==> config.mk <==
export PLATFORM = sky130hd
export DESIGN_NAME = dist_regs
export DESIGN_NICKNAME = d
export VERILOG_FILES = /design/src/rtl/dist_pkg.sv /design/src/rtl/dist_access_check.sv /design/src/rtl/dist_irq_state.sv /design/src/rtl/dist_regs.sv
export SDC_FILE = /design/constraint.sdc
export NUM_CORES = 2
export LEC_CHECK = 0
export BUFFER_PORTS_ARGS = -buffer_cell sky130_fd_sc_hd__buf_2
export CAP_MARGIN = 20
export CELL_PAD_IN_SITES_DETAIL_PLACEMENT = 0
export CELL_PAD_IN_SITES_GLOBAL_PLACEMENT = 1
export CORE_UTILIZATION = 36
export DETAILED_ROUTE_END_ITERATION = 8
export PLACE_DENSITY_LB_ADDON = 0.05
export SYNTH_ARGS = -nofsm -noshare
export SYNTH_HDL_FRONTEND = slang
export SYNTH_SLANG_ARGS = --single-unit
==> constraint.sdc <==
create_clock -name clk -period 3.55 [get_ports clk]
set_clock_uncertainty 0.2 [all_clocks]
set_input_delay 0.355 -clock clk [delete_from_list [all_inputs] [get_ports clk]]
set_output_delay 0.355 -clock clk [all_outputs]
set_load 0.03 [all_outputs]
==> src/rtl/dist_pkg.sv <==
package dist_pkg;

    typedef enum logic [3:0] {
        RG_CTRL, RG_TYPE, RG_IIDR, RG_GROUP, RG_EN_SET, RG_EN_CLR,
        RG_PEND_ACT, RG_PRIO, RG_TGT, RG_CFG, RG_SGI, RG_SGI_PEND,
        RG_PID2, RG_RSVD
    } region_e;

    typedef struct packed {
        logic        wr;
        logic        word;
        logic [11:0] off;
        logic [31:0] wdata;
    } bus_req_t;

    typedef struct packed {
        logic [3:0] intid;
        logic [1:0] filter;
        logic [7:0] cpus;
    } sgi_req_t;

    localparam logic [31:0] PID2_VALUE = 32'h0000_0020;

    function automatic region_e classify(input logic [11:0] off);
        region_e r;
        if (off < 12'h004)                        r = RG_CTRL;
        else if (off < 12'h008)                   r = RG_TYPE;
        else if (off < 12'h00C)                   r = RG_IIDR;
        else if (off < 12'h080)                   r = RG_RSVD;
        else if (off < 12'h100)                   r = RG_GROUP;
        else if (off < 12'h180)                   r = RG_EN_SET;
        else if (off < 12'h200)                   r = RG_EN_CLR;
        else if (off < 12'h400)                   r = RG_PEND_ACT;
        else if (off < 12'h800)                   r = RG_PRIO;
        else if (off < 12'hC00)                   r = RG_TGT;
        else if (off < 12'hD00)                   r = RG_CFG;
        else if (off >= 12'hF00 && off < 12'hF04) r = RG_SGI;
        else if (off >= 12'hF10 && off < 12'hF30) r = RG_SGI_PEND;
        else if (off >= 12'hFE8 && off < 12'hFEC) r = RG_PID2;
        else                                      r = RG_RSVD;
        return r;
    endfunction

    function automatic logic byte_legal(input region_e r);
        return (r == RG_PRIO) || (r == RG_TGT) || (r == RG_SGI_PEND);
    endfunction

endpackage

==> src/rtl/dist_access_check.sv <==
module dist_access_check
    import dist_pkg::*;
(
    input  logic     req_valid,
    input  bus_req_t req,
    output region_e  region,
    output logic     fault,
    output logic     wr_ok,
    output logic     rd_ok
);
    logic legal;

    always_comb begin
        region = classify(req.off);
        if (req.word) legal = (req.off[1:0] == 2'b00);
        else          legal = byte_legal(region);
        fault = req_valid && !legal;
        wr_ok = req_valid && legal && req.wr;
        rd_ok = req_valid && legal && !req.wr;
    end
endmodule

==> src/rtl/dist_irq_state.sv <==
module dist_irq_state
    import dist_pkg::*;
#(
    parameter int          NUM_IRQ  = 64,
    parameter logic [7:0]  PRIV_TGT = 8'h01
) (
    input  logic        clk,
    input  logic        rst,
    input  logic        wr_ok,
    input  region_e     region,
    input  bus_req_t    req,
    output logic [31:0] rd_data
);
    localparam int IW = (NUM_IRQ > 1) ? $clog2(NUM_IRQ) : 1;

    logic       en_q  [NUM_IRQ];
    logic [7:0] pr_q  [NUM_IRQ];
    logic [7:0] tg_q  [NUM_IRQ];
    logic [1:0] cf_q  [NUM_IRQ];

    for (genvar i = 0; i < NUM_IRQ; i++) begin : g_irq
        localparam int W32 = i / 32;
        localparam int B32 = i % 32;
        localparam int W4  = i / 4;
        localparam int L4  = i % 4;
        localparam int W16 = i / 16;
        localparam int L16 = i % 16;

        logic       en_r;
        logic [7:0] pr_r;
        logic [7:0] tg_r;
        logic [1:0] cf_r;
        logic       lane_hit;

        assign lane_hit = req.word ? (req.off[9:2] == 8'(W4)) : (req.off[9:0] == 10'(i));

        always_ff @(posedge clk) begin
            if (rst) begin
                en_r <= 1'b0;
                pr_r <= 8'h00;
                tg_r <= (i < 32) ? PRIV_TGT : 8'h00;
                cf_r <= 2'b00;
            end else if (wr_ok) begin
                if (region == RG_EN_SET && req.off[6:2] == 5'(W32) && req.wdata[B32])
                    en_r <= 1'b1;
                if (region == RG_EN_CLR && req.off[6:2] == 5'(W32) && req.wdata[B32])
                    en_r <= 1'b0;
                if (region == RG_PRIO && lane_hit)
                    pr_r <= req.word ? req.wdata[8*L4 +: 8] : req.wdata[7:0];
                if (i >= 32 && region == RG_TGT && lane_hit)
                    tg_r <= req.word ? req.wdata[8*L4 +: 8] : req.wdata[7:0];
                if (i >= 32 && region == RG_CFG && req.off[7:2] == 6'(W16))
                    cf_r <= req.wdata[2*L16 +: 2];
            end
        end

        assign en_q[i] = en_r;
        assign pr_q[i] = pr_r;
        assign tg_q[i] = tg_r;
        assign cf_q[i] = cf_r;
    end

    always_comb begin
        int idx;
        rd_data = 32'h0;
        idx = 0;
        case (region)
            RG_EN_SET, RG_EN_CLR: begin
                for (int k = 0; k < 32; k++) begin
                    idx = int'(req.off[6:2]) * 32 + k;
                    if (idx < NUM_IRQ) rd_data[k] = en_q[IW'(idx)];
                end
            end
            RG_PRIO, RG_TGT: begin
                for (int k = 0; k < 4; k++) begin
                    if (req.word || k == 0) begin
                        idx = req.word ? int'({req.off[9:2], 2'b00}) + k : int'(req.off[9:0]);
                        if (idx < NUM_IRQ)
                            rd_data[8*k +: 8] = (region == RG_PRIO) ? pr_q[IW'(idx)] : tg_q[IW'(idx)];
                    end
                end
            end
            RG_CFG: begin
                for (int k = 0; k < 16; k++) begin
                    idx = int'(req.off[7:2]) * 16 + k;
                    if (idx >= 32 && idx < NUM_IRQ) rd_data[2*k +: 2] = cf_q[IW'(idx)];
                end
            end
            default: rd_data = 32'h0;
        endcase
    end
endmodule

==> src/rtl/dist_regs.sv <==
module dist_regs
    import dist_pkg::*;
#(
    parameter int          NUM_IRQ  = 64,
    parameter int          NUM_CPU  = 8,
    parameter logic [31:0] IMPL_ID  = 32'h0100_0A5C,
    parameter logic [7:0]  PRIV_TGT = 8'h01
) (
    input  logic        clk,
    input  logic        rst,
    input  logic        req_valid,
    input  logic        req_write,
    input  logic        req_word,
    input  logic [11:0] req_offset,
    input  logic [31:0] req_wdata,
    output logic        rsp_valid,
    output logic [31:0] rsp_rdata,
    output logic        rsp_fault,
    output logic        sgi_valid,
    output logic [3:0]  sgi_intid,
    output logic [1:0]  sgi_filter,
    output logic [7:0]  sgi_cpus,
    output logic        dist_enable
);
    localparam logic [31:0] TYPE_VALUE = {24'h0, 3'(NUM_CPU - 1), 5'(NUM_IRQ / 32 - 1)};

    initial begin
        if (NUM_IRQ % 32 != 0 || NUM_IRQ < 32 || NUM_IRQ > 1024)
            $error("NUM_IRQ must be a multiple of 32 in 32..1024");
        if (NUM_CPU < 1 || NUM_CPU > 8)
            $error("NUM_CPU must be in 1..8");
    end

    bus_req_t    req;
    region_e     region;
    logic        fault, wr_ok, rd_ok;
    logic [31:0] irq_rd, rd_mux;
    logic        ctrl_q;
    sgi_req_t    sgi_q, sgi_d;

    assign req = '{wr: req_write, word: req_word, off: req_offset, wdata: req_wdata};

    dist_access_check u_chk_acc (
        .req_valid (req_valid),
        .req       (req),
        .region    (region),
        .fault     (fault),
        .wr_ok     (wr_ok),
        .rd_ok     (rd_ok)
    );

    dist_irq_state #(.NUM_IRQ(NUM_IRQ), .PRIV_TGT(PRIV_TGT)) u_state (
        .clk     (clk),
        .rst     (rst),
        .wr_ok   (wr_ok),
        .region  (region),
        .req     (req),
        .rd_data (irq_rd)
    );

    always_comb begin
        case (region)
            RG_CTRL:                            rd_mux = {31'h0, ctrl_q};
            RG_TYPE:                            rd_mux = TYPE_VALUE;
            RG_IIDR:                            rd_mux = IMPL_ID;
            RG_PID2:                            rd_mux = PID2_VALUE;
            RG_EN_SET, RG_EN_CLR, RG_PRIO,
            RG_TGT, RG_CFG:                     rd_mux = irq_rd;
            default:                            rd_mux = 32'h0;
        endcase
        sgi_d = '{intid: req_wdata[3:0], filter: req_wdata[25:24], cpus: req_wdata[23:16]};
    end

    always_ff @(posedge clk) begin
        if (rst) begin
            rsp_valid <= 1'b0;
            rsp_rdata <= 32'h0;
            rsp_fault <= 1'b0;
            sgi_valid <= 1'b0;
            sgi_q     <= '0;
            ctrl_q    <= 1'b0;
        end else begin
            rsp_valid <= req_valid;
            rsp_fault <= fault;
            rsp_rdata <= rd_ok ? rd_mux : 32'h0;
            sgi_valid <= wr_ok && region == RG_SGI;
            if (wr_ok && region == RG_SGI) sgi_q <= sgi_d;
            if (wr_ok && region == RG_CTRL) ctrl_q <= req_wdata[0];
        end
    end

    assign sgi_intid   = sgi_q.intid;
    assign sgi_filter  = sgi_q.filter;
    assign sgi_cpus    = sgi_q.cpus;
    assign dist_enable = ctrl_q;
endmodule

==> reports/metrics.cfg <==
[yosys]
async_reset_ff_share_pct=0
synth.top_cell.area_share_pct=35.4
synth_edf_count=0
synth.most_common_cell=nand2_1
synth_warnings=0
synth_area_um2=53500
synthTopCellsByArea=dfxtp_1 35%, mux2i_1 9.8%, nand2_1 7.8%
synth_nets=6722
synth_commonest_cells=1,105 x nand2_1, 946 x dfxtp_1, 599 x o21ai_0
yosysSeqAreaShare_pct=35.4
yosys.area.top_type=dfxtp_1
syn_area_per_cell_um2=8.02
ys.flop_type=dfxtp_1
syn_inst=6673
yosys.cell_types.count=81
ys_ff_latch=946

[clock_tree]
insertion_delay_ns=0.78
cts_tree=done
numCtsBuffers=114
clkSinkCount=946
cts-root-buf=clkbuf_16
clk_pin_slew_worst_paths_ns=0.06
clockBufferDepth=3
cts_setup_buffers=0
htree_levels=3

[global_route]
grt_pass1_vias=55000
antenna_found_initial=24
overflow=0
grt_max_degree=188
grt_first_pass_wirelength_mm=456
grt_use_total_pct=43.0

[worst_hold_path]
hold_path_class=in -> reg

[placement]
place_area_um2=61900
port_buffers=98
dp_cells=8865
place_hpwl_mm=241
gp_congestion=1.05

[final_layout]
nNetsFinal=7136
finalInstanceArea_um2=66200
drive_above_1_share_pct=18.1
finalNonFillerCells=9124
n_fill_cell=14900
area_delta_synth_final_pct=23.7

[sta]
min_period_ns=3.53
worstMarginPinSlew_ns=1.16
rsz0062_at_grt=no
hold_viol_final=0
fin_setup_tns_ns=0
final_max_slew_viol_count=0
setup-violations-final=0
relSlewSlack_pct=22.3
post-route-period-util_pct=99.5
fmaxAchievable_mhz=283

[route]
viasPerCell=6.48
drt-wirelength-per-cell_um=36.7
finalWirelength_mm=335
via_count=59200
drt_iter0_drc=7526
post-route-drc-count=0
drtPass1Iterations=6
ant_nets=0

[critical_path]
cp-end-kind=flip-flop
worstPathRequired_ns=4.03
path_class=reg -> reg
path_max_fanout=3
critPathArrivalTime_ns=4.01
startpoint_type=flip-flop

[power]
power.total_uw=26900
ir_worst_vdd_uv=385
power_density_nw_per_um2=407
leakage_uw=0.0228

[die]
fp.dieW_um=388
io-pin-count=99
die_h_um=388
die_area_um2=150000
num_rows=141
start_util_pct=36.2
design.core.area_um2=148000

[flow_run]
maxCapViolations=0

[run_status]
outcome=completed

[registers in the layout, summed over array words and instances, names as in the netlist]
name and flops:
dist_enable 1, rsp_fault 1, rsp_rdata 32, rsp_valid 1
sgi_cpus 8, sgi_filter 2, sgi_intid 4, sgi_valid 1
u_state.g_irq.cf_r 64, u_state.g_irq.en_r 64, u_state.g_irq.pr_r 512, u_state.g_irq.tg_r 256
[timing repair]
| action | 4_1_cts | 5_1_grt |
|---|---|---|
| gates cloned | 0 | 0 |
| hold buffers | 35 | 0 |
| endpoints found under the hold margin | 126 | 0 |
| setup endpoints to repair | 2 | 1 |
| gates resized for setup | 3 | 1 |
[metrics by stage]
step	hold WS [ns]	setup WS (ns)	util, %
after floorplan	0.228	0.727	-
after global placement	0.235	-1.03	41.9
after detailed placement	0.243	-0.722	41.9
after CTS	0.00756	0.0537	44.8
after global routing	0.0468	0.113	44.8
final	0.0478	0.0188	44.8
[logic make-up after synthesis]
| family | share of synthesized area, % |
|---|---|
| AO/OA/AOI/OAI | 22.4 |
| multiplexers | 12.4 |
| flip-flops | 35.4 |
| AND/OR/NAND/NOR | 24.5 |
| buffers and inverters | 5.29 |
[critical path, stage by stage, from the launching register on]
cell,delay [ns]
dfxtp_1,0.39
or3b_2,0.48
and4_1,0.21
nor4_1,0.44
a31oi_1,0.25
nor4_2,0.68
buf_4,0.22
o221ai_1,0.32
a21oi_1,0.25
[final cells by class]
type | instances | area, µm² | area share, %
clock buffers | 156 | 3220 | 4.87
inverters | 18 | 67.6 | 0.102
flip-flops and latches | 946 | 18900 | 28.6
repair buffers | 973 | 8910 | 13.5
diodes | 8 | 20.0 | 0.0302
well taps | 1930 | 2410 | 3.65
multi-input cells | 5034 | 31900 | 48.2
clock inverters | 59 | 674 | 1.02
[power breakdown]
group / switching (µW) / internal (µW) / total [µW]
logic: 2690 / 1180 / 3870
registers: 1.10 / 10600 / 10600
clock network: 5320 / 7100 / 12400
total: 8010 / 18900 / 26900
[metal layers]
| layer | vias up | GRT usage (%) | part of all wire (%) |
|---|---|---|---|
| met3 | 989 | 9.03 | 8.5 |
| met5 | - | 0 | 0.018 |
| met4 | 8 | 31.4 | 8.5 |
| met1 | 29400 | 53.9 | 40 |
| li1 | 25400 | - | - |
| met2 | 3385 | 65.1 | 43 |
[worst paths after layout]
path | start | end | slack [ns] | depth (start not counted)
max | u_state.g_irq[24].pr_r[1]$_SDFFE_PP0P_ | rsp_rdata[9]$_SDFF_PP0_ | 0.02 | 8
max reg2reg | u_state.g_irq[24].pr_r[1]$_SDFFE_PP0P_ | rsp_rdata[9]$_SDFF_PP0_ | 0.02 | 8
min | req_wdata[7] | u_state.g_irq[35].cf_r[1]$_SDFFE_PP0P_ | 0.05 | 4
min reg2reg | u_state.g_irq[45].cf_r[1]$_SDFFE_PP0P_ | u_state.g_irq[45].cf_r[1]$_SDFFE_PP0P_ | 0.25 | 2
[cell usage in the layout (no fill, tap or decap), types with 40 or more instances in the layout]
cell type / instances
buf_2: 93
dfxtp_1: 946
o22ai_1: 83
a22oi_1: 40
mux4_2: 41
nor4_1: 40
a31oi_1: 71
nand2_1: 1104
nor2_1: 223
buf_4: 703
o21a_1: 68
nand2b_1: 90
clkbuf_16: 114
a21oi_1: 381
buf_12: 138
nand3_1: 263
nor3b_1: 51
nand3b_1: 506
o21ai_0: 599
a32oi_1: 95
mux2_2: 41
nand4_1: 64
a211oi_1: 256
mux2i_1: 524
(Power assumes the default switching activity.)
